==> src/rtl/row_sel_pkg.sv <==
package row_sel_pkg;
    localparam int DEF_ROWS = 13;

    typedef enum logic {
        HEAD_A = 1'b0,
        HEAD_B = 1'b1
    } head_e;
endpackage

==> src/rtl/row_counter.sv <==
module row_counter #(
    parameter int ROWS = row_sel_pkg::DEF_ROWS,
    parameter int CW   = $clog2(ROWS)
) (
    input  logic          clk,
    input  logic          rst_n,
    input  logic          mode_cnt,
    input  logic          strobe,
    input  logic          clr_n,
    input  logic          up,
    output logic [CW-1:0] count
);
    localparam logic [CW-1:0] LAST = CW'(ROWS - 1);

    typedef struct packed {
        logic [CW-1:0] cnt;
        logic          strobe_prev;
    } cnt_state_t;

    cnt_state_t st_d, st_q;

    always_comb begin
        st_d             = st_q;
        st_d.strobe_prev = strobe;
        if (mode_cnt) begin
            if (!clr_n) begin
                st_d.cnt = '0;
            end else if (strobe && !st_q.strobe_prev) begin
                if (up) begin
                    st_d.cnt = (st_q.cnt == LAST) ? '0 : st_q.cnt + CW'(1);
                end else begin
                    st_d.cnt = (st_q.cnt == '0) ? LAST : st_q.cnt - CW'(1);
                end
            end
        end
    end

    always_ff @(posedge clk or negedge rst_n) begin
        if (!rst_n) begin
            st_q.cnt         <= '0;
            st_q.strobe_prev <= 1'b1;
        end else begin
            st_q <= st_d;
        end
    end

    assign count = st_q.cnt;
endmodule

==> src/rtl/row_decoder.sv <==
module row_decoder #(
    parameter int ROWS = row_sel_pkg::DEF_ROWS,
    parameter int CW   = $clog2(ROWS)
) (
    input  logic [CW-1:0]   code,
    output logic [ROWS-1:0] onehot
);
    for (genvar i = 0; i < ROWS; i++) begin : g_row
        assign onehot[i] = (code == CW'(i));
    end
endmodule

==> src/rtl/head_steer.sv <==
module head_steer #(
    parameter int ROWS = row_sel_pkg::DEF_ROWS
) (
    input  logic [ROWS-1:0] onehot,
    input  logic            head_sel,
    input  logic            en_n,
    output logic [ROWS-1:0] bus_a,
    output logic [ROWS-1:0] bus_b
);
    import row_sel_pkg::*;

    head_e head;

    always_comb begin
        head  = head_e'(head_sel);
        bus_a = '0;
        bus_b = '0;
        if (!en_n) begin
            if (head == HEAD_A) begin
                bus_a = onehot;
            end else begin
                bus_b = onehot;
            end
        end
    end
endmodule

==> src/rtl/row_addr_sel.sv <==
module row_addr_sel #(
    parameter int ROWS = row_sel_pkg::DEF_ROWS,
    parameter int CW   = $clog2(ROWS)
) (
    input  logic            clk,
    input  logic            rst_n,
    input  logic            cnt_mode,
    input  logic            head_sel,
    input  logic            head_en_n,
    input  logic [3:0]      sel,
    output logic [ROWS-1:0] rows_a,
    output logic [ROWS-1:0] rows_b
);
    logic [CW-1:0]   row_cnt;
    logic [CW-1:0]   code;
    logic [ROWS-1:0] onehot;

    row_counter #(.ROWS(ROWS), .CW(CW)) u_cnt (
        .clk      (clk),
        .rst_n    (rst_n),
        .mode_cnt (cnt_mode),
        .strobe   (sel[0]),
        .clr_n    (sel[1]),
        .up       (sel[2]),
        .count    (row_cnt)
    );

    always_comb begin
        code = cnt_mode ? row_cnt : CW'(sel);
    end

    row_decoder #(.ROWS(ROWS), .CW(CW)) u_dec (
        .code   (code),
        .onehot (onehot)
    );

    head_steer #(.ROWS(ROWS)) u_steer (
        .onehot   (onehot),
        .head_sel (head_sel),
        .en_n     (head_en_n),
        .bus_a    (rows_a),
        .bus_b    (rows_b)
    );
endmodule

==> config.mk <==
export PLATFORM = sky130hd
export DESIGN_NAME = row_addr_sel
export DESIGN_NICKNAME = d
export VERILOG_FILES = /design/src/rtl/row_sel_pkg.sv /design/src/rtl/row_counter.sv /design/src/rtl/row_decoder.sv /design/src/rtl/head_steer.sv /design/src/rtl/row_addr_sel.sv
export SDC_FILE = /design/constraint.sdc
export NUM_CORES = 1
export LEC_CHECK = 0
export BUFFER_PORTS_ARGS = -buffer_cell sky130_fd_sc_hd__buf_2
export CORE_MARGIN = 1.5
export CORE_UTILIZATION = 35
export DETAILED_ROUTE_END_ITERATION = 16
export GPL_ROUTABILITY_DRIVEN = 0
export SYNTH_ARGS = -nofsm -noshare
export SYNTH_HDL_FRONTEND = slang
export SYNTH_HIERARCHICAL = 1
export SYNTH_SLANG_ARGS = --single-unit
==> constraint.sdc <==
create_clock -name clk -period 1.9 [get_ports clk]
set_input_delay 0.475 -clock clk [delete_from_list [all_inputs] [get_ports clk]]
set_output_delay 0.475 -clock clk [all_outputs]
set_load 0.005 [all_outputs]
Word-level counts from Yosys, hierarchy flattened
Cells that the tools add are included.
{"block": "word_totals", "ff_bits": 5, "input_bits": 9, "out_inout_bits": 26}
{"block": "op_classes", "add_sub_neg": 2, "n_eq_ne": 14, "muxes": 10, "reduce_logical": 5}
{"operator": "$mux 13", "n": 4}
{"operator": "$eq 4x4->1 const B", "n": 6}
{"operator": "$mux 4", "n": 6}
{"operator": "$eq 4x3->1 const B", "n": 4}
{"operator": "$eq 4x2->1 const B", "n": 2}
{"operator": "$logic_not 4->1", "n": 2}
{"operator": "$add 4x1->4 const B", "n": 1}
{"operator": "$eq 4x1->1 const B", "n": 1}
{"operator": "$sub 4x1->4 const B", "n": 1}
{"operator": "$ne 2x1->1 const B", "n": 1}
{"operator": "$reduce_and 2->1", "n": 1}
{"operator": "$logic_and 1x1->1", "n": 1}
{"operator": "$logic_not 1->1", "n": 1}

Logic depth before layout (Yosys ltp)
Gate-level depths: netlist of run 1.
{"block": "logic_depth", "depth_word": 5, "ltp_mapped": 6, "mapped_depth_nobuf": 6}

By module
Netlist of run 1, hierarchy kept.
{"module": "row_counter", "n_inst": 1, "cells_per_inst": 44, "area_per_inst_um2": 374.1, "seq_area_each_um2": 126.4}
{"module": "head_steer", "n_inst": 1, "cells_per_inst": 30, "area_per_inst_um2": 295.3, "seq_area_each_um2": 0.0}
{"module": "row_decoder", "n_inst": 1, "cells_per_inst": 17, "area_per_inst_um2": 256.5, "seq_area_each_um2": 0.0}
{"module": "row_addr_sel", "n_inst": 1, "cells_per_inst": 4, "area_per_inst_um2": 45.0, "seq_area_each_um2": 0.0}

Worst setup path before layout of run 1
No wires, ideal clock.
{"block": "synth_path", "path_type": "register to output", "start": "register u_cnt.st_q, in the netlist u_cnt/count[0]", "end": "output rows_a[0]", "arrival_time_ps": 1488, "t_required_ps": 1425, "setup_slack_ps": -63, "path_stages_with_launch": 6, "cell_sequence": "dfrtp_1 buf_4 mux2_2 buf_6 nor4_4 nor3b_1"}
{"block": "synth_between", "elab_chain_len": 4}
{"item": "from (decl)", "line_no": "row_counter.sv:20", "rtl": "cnt_state_t st_d, st_q;"}
{"item": "from (signal assigned)", "line_no": "row_counter.sv:43", "rtl": "st_q <= st_d;"}
{"item": "$mux 4", "line_no": "row_addr_sel.sv:29", "rtl": "code = cnt_mode ? row_cnt : CW'(sel);"}
{"item": "named net code[0]", "line_no": "row_addr_sel.sv:15", "rtl": "logic [CW-1:0] code;"}
{"item": "$logic_not 4->1", "line_no": "row_decoder.sv:9", "rtl": "assign onehot[i] = (code == CW'(i));"}
{"item": "named net onehot[0]", "line_no": "row_addr_sel.sv:16", "rtl": "logic [ROWS-1:0] onehot;"}
{"item": "$mux 13", "line_no": "head_steer.sv:19", "rtl": "if (head == HEAD_A) begin"}
{"item": "$mux 13", "line_no": "head_steer.sv:18", "rtl": "if (!en_n) begin"}
{"item": "to (decl)", "line_no": "row_addr_sel.sv:11", "rtl": "output logic [ROWS-1:0] rows_a,"}
The timed path passes the listed nets, and every way through them passes these cells.

Worst setup path after layout of run 1
{"block": "layout_path", "start": "input cnt_mode", "end": "output rows_a[8]"}
{"block": "layout_between", "elab_chain_len": 4}
{"item": "from (decl)", "line_no": "row_addr_sel.sv:7", "rtl": "input logic cnt_mode,"}
{"item": "$mux 4", "line_no": "row_addr_sel.sv:29"}
{"item": "named net code[0]", "line_no": "row_addr_sel.sv:15"}
{"item": "$eq 4x4->1", "line_no": "row_decoder.sv:9"}
{"item": "named net onehot[8]", "line_no": "row_addr_sel.sv:16"}
{"item": "$mux 13", "line_no": "head_steer.sv:19"}
{"item": "$mux 13", "line_no": "head_steer.sv:18"}
The timed path passes the listed nets, and every way through them passes these cells.

==> metrics.md, run 1 <==
| Metric | Value |
|---|---|
| Outcome | finished with violations |
| Failing checks | setup timing |
| Average cell area after synthesis | just over 10 um^2 |
| Post-synthesis sequential area ratio | 13.0% |
| Setup Skew | between 2 and 3 ps |
| R2R Path End | u_cnt/count[3] |
| Die width | 55.7 um |
| Vias per inst | 5.51 |
| Initial drt markers | 8 |
| Inserted Clock Buffers | 3 |
| Largest net degree at the start of global routing | 27 |
| Tcrit/Tclk final | 109% |
| Clk_lat worst skew | about 240 ps |
| EDFF count, synth | 0 |
| Peak supply drop | between 0.3 and 0.4 mV |
| Top_reg_cell synth | dfrtp_1 |
| Final worst slack | -175 ps |
| Fin Setup TNS | -3120 ps |
| Total grt overflow | 0 |
| Async SR Flop Fraction | 100% |
| CTS tree | yes |
| Mux cell area share after synthesis | under 10% |
| GRT Util Overall | 15.8% |
| Synth Instances | 95 |
| Net count, final | about 150 |
| Vias in the first global route | about 810 |
| N_diodes | 0 |
| Layout area overhead | 34.0% |
| CTS clk-pin slew, worst paths | 40 ps |
| RSZ-0062 raised after global routing | true |
| Worst Tran Pin Value | approximately 480 ps |
| Worst Setup Path Type | input pin to primary output |
| Most frequent cells in the layout | 33 x buf_2, 13 x and3b_1, 12 x nor3b_2 |
| Internal reg-to-reg setup slack | approximately 130 ps |
| Final hold viol count | 0 |
| Worst-path fanout max | 7 |
| First-pass GRT wire length | 4020 um |
| Final wirelength | between 2000 and 2500 um |
| Sink Count | 5 |
| DRC Markers | 0 |
| Core area | roughly 2500 um^2 |
| Ports | 35 |
| Max Fclk | slightly below 500 MHz |
| Antenna viol nets, final | 0 |
| Yosys warns | 6 |
| Final instance area | between 1000 and 1500 um^2 |
| Complex-gate fraction of the synthesized area | between 10% and 20% |
| Clock tree buffer depth | 2 |
| R2R cell count | 8 |
| Avg WL per Cell | approximately 15 um |
| Vias after detailed routing | 914 |
| FF+latch count, synth | 5 |
| Leak pwr | 0.000679 uW |
| Fin. max-slew vios | 0 |
| CP Capture Type | primary output |
| DP HPWL | between 1500 and 2000 um |
| Worst endpoint required time | about 1400 ps |
| Final setup viols | 26 |
| Rows | 18 |
| Largest family of logic cells by synthesized area | simple AND/OR/NAND/NOR gates |
| PortBufs | 34 |
| HP Class | input pin to asynchronous set/reset pin |
| Synth Area in Adders | ~2.6% |
| Starting Density | a little under two fifths |
| Critical Path AT | 1600 ps |
| Pre-CTS setup slack | -342 ps |
| Share of layout cells above drive strength 1 | 57.4% |
| Max transition margin | about two thirds |
| Commonest non-fill, non-tap cell in the layout | buf_2 |
| Die Height | between 50 and 60 um |
| Drt pass-1 iters | 4 |
| Root Buffer | clkbuf_4 |
| Max Cap Violations | 0 |
| RR Startpoint | u_cnt/count[1] |
| Dpl cell area | 1140 um^2 |
| Mapped Nets | about 110 |
| Yosys cell types | 30 |
| Layout Utilization | between 50% and 60% |
| # H-tree levels | 1 |
| Initial antenna violation count | 0 |
| Clock period minus worst slack | 2070 ps |
| Pwr Total | 489 uW |
| Die ar. | 3100 um^2 |
| Post-Synth Simple-Gate Area | 55.5% |
| Fillers | between 200 and 250 |
| CP startpoint kind | input pin |
| XOR/XNOR Fraction of Synth Area | 0% |
| Pwr dens | about 380 nW/um^2 |
| Synthesized cell area | between 900 and 1000 um^2 |
| Cts hold-fix bufs | 0 |
Yosys cell counts, types with 3 or more instances:
cell type / instances / area (um^2)
and3b_1: 13 / 114
nor3b_2: 10 / 125
buf_4: 7 / 52.6
and4bb_1: 6 / 75.1
buf_6: 5 / 56.3
dfrtp_1: 4 / 100
inv_1: 4 / 15.0
mux2_2: 4 / 45.0
nor4b_4: 4 / 95.1
a21oi_1: 3 / 15.0
nor2_1: 3 / 11.3
nor3b_1: 3 / 22.5
o21ai_0: 3 / 15.0
o2bb2ai_1: 3 / 26.3
state kept, by name, summed over array words and instances, names as in the netlist:
name and count:
u_cnt/st_q 1, u_cnt/count 4
power by group:
group / leakage [uW] / total, uW / switching [uW] / internal [uW]
registers: 0.0000651 / 121 / 5.62 / 115
logic: 0.000599 / 248 / 124 / 124
clock network: 0.0000150 / 120 / 41.1 / 79.2
total: 0.000679 / 489 / 171 / 318
metal layers:
layer  track usage, %  share of wire [%]  vias up
li1                 -                  -      448
met1             22.1                 48      438
met2             25.5                 48       26
met3             2.79                4.2        2
met4             3.14               0.12        0
met5                0                  0        -
worst max path at each step:
| stage | slack (ps) | startpoint | end | cells past startpoint |
|---|---|---|---|---|
| 6_report | -170 | cnt_mode | rows_a[8] | 5 |
| 5_1_grt | -330 | u_cnt/count[0] | rows_a[8] | 4 |
| 4_1_cts | -210 | u_cnt/count[2] | rows_a[8] | 4 |
| 3_5_place_dp | -340 | cnt_mode | rows_a[8] | 5 |
| 3_3_place_gp | -320 | cnt_mode | rows_a[12] | 5 |
| 2_1_floorplan | -4 | u_cnt/count[0] | rows_a[4] | 5 |
kinds of logic (layout without fill, tap and decap cells):
family	count (synthesis)	count (layout)
compound gates	16	16
fa+ha+maj	2	2
buf+inv	17	54
flops	5	5
mux	4	8
simple gates	51	51
cell type report:
cell class	count	area [um^2]	share of cell area (%)
repair buffers	45	295	22.7
clock buffers	4	26.3	2.02
inverters	5	18.8	1.44
multi-input cells	77	797	61.2
well taps	30	37.5	2.88
flip-flops and latches	5	126	9.71
what timing repair did:
item | in CTS | in global routing
buffers inserted | 3 | 0
resized for setup | 12 | 1
pin swaps | 3 | 4
gates cloned | 4 | 1
endpoints found under the setup margin | 26 | 27
worst max-delay path, cell delays in order:
cell,delay [ps]
buf_12,110
mux2_4,370
nor4b_4,300
nor3b_2,200
buf_2,140
stage by stage:
step | hold slack [ps] | cells
2_1_floorplan | 179 | 95
3_3_place_gp | 293 | 154
3_5_place_dp | 296 | 154
4_1_cts | 38.8 | 165
5_1_grt | 32.2 | 166
6_report | 45.0 | 166
(Power assumes the default switching activity.)
==> inputs of run 2 (changes only) <==
Settings changed: PLACE_DENSITY set to 0.73.
==> run 2 against run 1 <==
The run still ends with setup timing left. Count of clock-buffer cells in the layout unchanged. Fmax decreased by 0.46%. Via count decreased by 2.2%. Highest routed layer unchanged. Routed wire length decreased by 5.8%. Cell count decreased by 1.8%. First-iteration DRC count increased to 7.6 times the previous value.
==> metrics.md, run 2 (synthesis results as in run 1) <==
| Metric | Value |
|---|---|
| Inserted Clock Buffers | 3 |
| Max transition margin | about 67% |
| GRT Util Overall | approximately 15% |
| RSZ-0062 raised after global routing | true |
| Max reg flops | 4 |
| CP peak stage delay | 400 ps |
| Clock period minus worst slack | between 2000 and 2500 ps |
| CTS clk-pin slew, worst paths | ~40 ps |
| Peak supply drop | ~0.58 mV |
| Die width | between 50 and 60 um |
| Final hold viol count | 0 |
| Fillers | 239 |
| Tcrit/Tclk final | 110% |
| Clock tree buffer depth | 2 |
| Worst Tran Pin Value | approximately 500 ps |
| Final worst slack | -184 ps |
| Starting Density | about two fifths |
| Worst Setup Path Type | register to primary output |
| Failing checks | setup timing |
| Pwr Total | 469 uW |
| Root Buffer | clkbuf_4 |
| Setup Skew | 3.33 ps |
| Leak pwr | roughly 0.00066 uW |
| Most frequent cells in the layout | 33 x buf_2, 13 x and3b_1, 13 x nor3b_2 |
| Layout area overhead | 29.1% |
| First-pass GRT wire length | slightly below 4000 um |
| Post-route insts no fill | approximately 160 |
| Die Height | approximately 56 um |
| Commonest non-fill, non-tap cell in the layout | buf_2 |
| Avg WL per Cell | ~14 um |
| N_diodes | 0 |
| Antenna viol nets, final | 0 |
| Final instance area | ~1300 um^2 |
| Vias per inst | 5.48 |
| Die ar. | between 3000 and 4000 um^2 |
| Worst Path Buf+Inv | 1 |
| Fin. max-slew vios | 0 |
| Total grt overflow | 0 |
| DP HPWL | 1570 um |
| # H-tree levels | 1 |
| Critical Path AT | about 1600 ps |
| Drt pass-1 iters | 4 |
| Max stage delay cell, worst path | dfrtp_1 |
| Net count, final | 145 |
| Initial antenna violation count | 0 |
| Post-CTS Setup Inserts | 0 |
| PortBufs | 34 |
| Initial drt markers | just over 60 |
| CTS tree | yes |
| Final setup viols | 26 |
| Dpl cell area | between 1000 and 1500 um^2 |
| Worst endpoint required time | about 1400 ps |
| Top Family by Delay on Critical Path | simple AND/OR/NAND/NOR gates |
| Largest net degree at the start of global routing | 27 |
| Critical path, cell by cell | mux2_4, nor4b_4, nor3b_2, buf_2 |
| Ports | 35 |
| Layout Utilization | 49.3% |
| Share of layout cells above drive strength 1 | a little under three fifths |
| Rows | 18 |
| Vias after detailed routing | a little under 900 |
| Outcome | finished with violations |
| Worst-path fanout max | 7 |
| Pwr dens | 374 nW/um^2 |
| Placed cell count | ~160 |
| Max Fclk | 480 MHz |
| CP Capture Type | primary output |
| Final wirelength | around 2300 um |
| Core area | approximately 2500 um^2 |
| DRC Markers | 0 |
| Vias in the first global route | between 800 and 900 |
| HP Class | input pin to asynchronous set/reset pin |
| CP startpoint kind | register |
| Clk_lat worst skew | 230 ps |
| Sink Count | 5 |
| Max Cap Violations | 0 |
run 2: cell types whose count changed in the layout (fill, tap and decap cells not counted), sizes merged:
cell  previous run  this run
buf             45        42
run 2: final cells by class:
class	count	area, um^2	share of cell area [%]
multi-input combinational	77	800	63.8
timing repair buffer	42	245	19.6
sequential	5	126	10.1
tap	30	37.5	2.99
clock buffer	4	26.3	2.10
inverter	5	18.8	1.50
run 2: through the flow:
stage	setup TNS, ps	hold slack [ps]	setup WS, ps
2_1_floorplan	-15.1	179	-4.14
6_report	-2960	47.8	-184
4_1_cts	-3230	43.4	-159
3_3_place_gp	-6470	292	-282
5_1_grt	-4890	40.3	-242
3_5_place_dp	-7460	295	-325
run 2: final timing paths:
check	start	end	slack, ps	depth (start not counted)
setup / recovery	u_cnt/count[0]	rows_a[4]	-180	4
hold / removal	rst_n	u_cnt/count[3]	50	1
setup reg to reg	u_cnt/count[0]	u_cnt/count[3]	200	6
hold reg to reg	u_cnt/count[1]	u_cnt/count[1]	680	2
max in group asynchronous	rst_n	u_cnt/st_q[0]	1640	1
min in group clk	sel[0]	u_cnt/st_q[0]	510	2
run 2: report_power, final:
| part | switching [uW] | internal (uW) | total, uW |
|---|---|---|---|
| sequential | 6.10 | 115 | 121 |
| clock | 37.2 | 79.0 | 116 |
| combinational | 121 | 111 | 231 |
run 2: worst register-to-register path, stage by stage (launching register included):
cell and delay, ps:
dfrtp_1 380, buf_4 170, inv_2 40, ha_1 270
or3_2 460, a31oi_1 170, o2bb2ai_1 90
run 2: per-layer routing:
layer / up-vias / track usage, % / routed length, um
met5: - / 0 / 0
met4: 0 / 4.18 / 14
met3: 2 / 2.56 / 96
met2: 27 / 23.8 / 1050
met1: 420 / 21.4 / 1120
li1: 445 / - / -
run 2: repair_timing:
| item | in CTS | in global routing |
|---|---|---|
| hold buffers | 0 | 0 |
| pin swaps | 8 | 3 |
| gates cloned | 4 | 0 |
| resized for setup | 10 | 0 |
| setup endpoints to repair | 26 | 26 |
==> inputs of run 3 (changes only) <==
Settings changed: CAP_MARGIN set to 0, PLACE_DENSITY 0.73 to 0.79, SYNTH_HIERARCHICAL 1 to not set.
==> run 3 against run 2 <==
The run still ends with setup timing left. Total power grew 11%. Non-clock buffer count grew 16. Register-to-register slack lost 110 ps. Die area shrank 35%. Setup slack lost 25 ps. Clock power grew 22%. Routed wire length grew 28%. Count of clock-buffer cells in the layout is the same. Utilization grew 19 points. Flip-flop and latch count is the same. Sequential power is essentially flat. Critical path type unchanged. Largest cell class unchanged. Highest routed layer unchanged.
==> metrics.md, run 3 <==
| Metric | Value |
|---|---|
| Outcome | finished with violations |
| Failing checks | setup timing |
| DP HPWL | about 1700 um |
| Net count, final | between 150 and 200 |
| Share of layout cells above drive strength 1 | a little under three fifths |
| Synth Instances | 97 |
| Total grt overflow | 0 |
| Vias in the first global route | a little under 900 |
| Internal reg-to-reg setup slack | about 90 ps |
| Largest net degree at the start of global routing | 10 |
| Clock tree buffer depth | 2 |
| Worst endpoint required time | ~1400 ps |
| N_diodes | 0 |
| Pwr Total | around 520 uW |
| Pre-CTS setup slack | -202 ps |
| Initial antenna violation count | 0 |
| Tcrit/Tclk final | 111% |
| Starting Density | 36.6% |
| Ports | 35 |
| Inserted Clock Buffers | 3 |
| Peak supply drop | approximately 0.31 mV |
| Most numerous cell in the Yosys netlist | nor2_1 |
| DRC Markers | 0 |
| Root Buffer | clkbuf_4 |
| Final worst slack | -209 ps |
| Worst Tran Pin Value | roughly 370 ps |
| Final wirelength | between 2000 and 3000 um |
| Yosys warns | 0 |
| Clock period minus worst slack | 2110 ps |
| Max transition margin | between 70% and 80% |
| CP startpoint kind | register |
| CP Capture Type | primary output |
| Synthesized cell area | between 600 and 700 um^2 |
| Commonest non-fill, non-tap cell in the layout | buf_2 |
| Setup Skew | 9.84 ps |
| Post-synthesis sequential area ratio | around 20% |
| R2R cell count | 6 |
| Layout area overhead | 86.4% |
| Critical path, cell by cell | nor2_4, a21oi_4, or3b_4, nor2_1, buf_2 |
| Avg WL per Cell | ~17 um |
| Sink Count | 5 |
| Yosys cell types | 27 |
| Worst-path fanout max | 2 |
| CTS tree | yes |
| Cell accounting for the most synthesized area | nor2_1 |
| Top_reg_cell synth | dfrtp_1 |
| Synth top area cells | nor2_1 18%, dfrtp_1 16%, nand2_1 6.1% |
| Fin Setup TNS | -2010 ps |
| PortBufs | 34 |
| Most frequent cells in the layout | 33 x buf_2, 22 x nor2_1, 20 x buf_4 |
| GRT Util Overall | 29.1% |
| Worst Setup Path Type | register to primary output |
| Average cell area after synthesis | 6.37 um^2 |
| Final setup viols | 26 |
| RSZ-0062 raised after global routing | true |
| Core area | roughly 1700 um^2 |
| Initial drt markers | 73 |
| Pwr dens | between 400 and 500 nW/um^2 |
| Vias after detailed routing | between 900 and 1000 |
| Max Fclk | approximately 470 MHz |
| Vias per inst | around 5.7 |
| Die width | ~45 um |
| Fin. max-slew vios | 0 |
| Die Height | approximately 45 um |
| Max Cap Violations | 0 |
| Mapped Nets | about 110 |
| # H-tree levels | 1 |
| First-pass GRT wire length | 4220 um |
| Leak pwr | roughly 0.00057 uW |
| Final hold viol count | 0 |
| Die ar. | 2030 um^2 |
| Post-synth top area share | between 10% and 20% |
| Worst Path Buf+Inv | 1 |
| CP peak stage delay | around 430 ps |
| Antenna viol nets, final | 0 |
| Max stage delay cell, worst path | dfrtp_1 |
| Drt pass-1 iters | 4 |
| Clk_lat worst skew | between 200 and 300 ps |
| Max reg flops | 4 |
| Layout Utilization | between 60% and 70% |
| EDFF count, synth | 0 |
| Synth top cells by count | 30 x nor2_1, 10 x nand2_1, 6 x inv_1 |
| FF+latch count, synth | 5 |
| Critical Path AT | around 1600 ps |
| CTS clk-pin slew, worst paths | about 60 ps |
| HP Class | input pin to asynchronous set/reset pin |
| R2R Path End | u_cnt.count[3] |
| Async SR Flop Fraction | 100% |
| RR Startpoint | u_cnt.count[1] |
| Rows | 15 |
| Top Family by Delay on Critical Path | simple AND/OR/NAND/NOR gates |
==> run 3: cell types whose count changed after synthesis, moves of 5 or more <==
cell / delta
nor2_1: +27
buf_6: -5
and3b_1: -13
buf_4: -7
nor3_1: +5
nand2_1: +8
and4bb_1: -6
nor3b_2: -10
==> run 3: cell type report <==
cell class / instances / area, um^2
multi-input combinational: 84 / 584
inverter: 6 / 22.5
sequential: 5 / 126
timing repair buffer: 58 / 372
tap: 17 / 21.3
fill: 120 / 537
clock buffer: 4 / 26.3
==> run 3: metrics by stage <==
stage / hold slack (ps) / cell area, um^2 / std cells
after CTS: 37.9 / 1060 / 168
after floorplan: 179 / 618 / 97
after detailed placement: 303 / 897 / 159
after global placement: 288 / 897 / 159
after global routing: 23.2 / 1150 / 174
final: 22.7 / 1150 / 174
==> run 3: cells by family after synthesis <==
family	share of synthesized area (%)
simple gates	42.1
compound gates	26.3
buf+inv	5.26
flops	20.4
fa+ha+maj	4.05
mux	1.82
==> run 3: metal layers <==
metal / GRT usage [%] / vias to the layer above / wire [um]
li1: - / 462 / -
met1: 37.5 / 476 / 1170
met2: 47.4 / 51 / 1490
met3: 3.60 / 10 / 182
met4: 14.7 / 0 / 67
met5: 0 / - / 0
==> run 3: worst max-delay path by stage <==
stage | startpoint | end | cells past startpoint
after CTS | u_cnt.count[3] | rows_a[4] | 4
after detailed placement | cnt_mode | rows_a[4] | 5
after global placement | cnt_mode | rows_a[4] | 5
after global routing | u_cnt.count[1] | rows_b[3] | 7
final | u_cnt.count[0] | rows_b[4] | 5
after floorplan | cnt_mode | rows_a[4] | 3
==> run 3: repair_timing <==
item / in CTS / in global routing
gates resized for setup: 26 / 13
pin swaps: 5 / 11
endpoints found under the setup margin: 26 / 26
endpoints found under the hold margin: 0 / 0
buffers inserted: 5 / 6
hold buffers: 0 / 0
==> run 3: worst register-to-register path: cells and delay by family, from the launching register on <==
kind / cells / cell delay [ps]
DFF: 1 / 400
AOI/OAI and AO/OA: 2 / 400
buffers and inverters: 2 / 240
adders and majority gates: 1 / 270
and+or+nand+nor: 1 / 380
==> run 3: power by group <==
| group | internal (uW) | switching (uW) | leakage (uW) |
|---|---|---|---|
| combinational | 120 | 135 | 0.000490 |
| clock | 80.5 | 60.8 | 0.0000150 |
| sequential | 115 | 7.91 | 0.0000651 |
| total | 316 | 204 | 0.000570 |
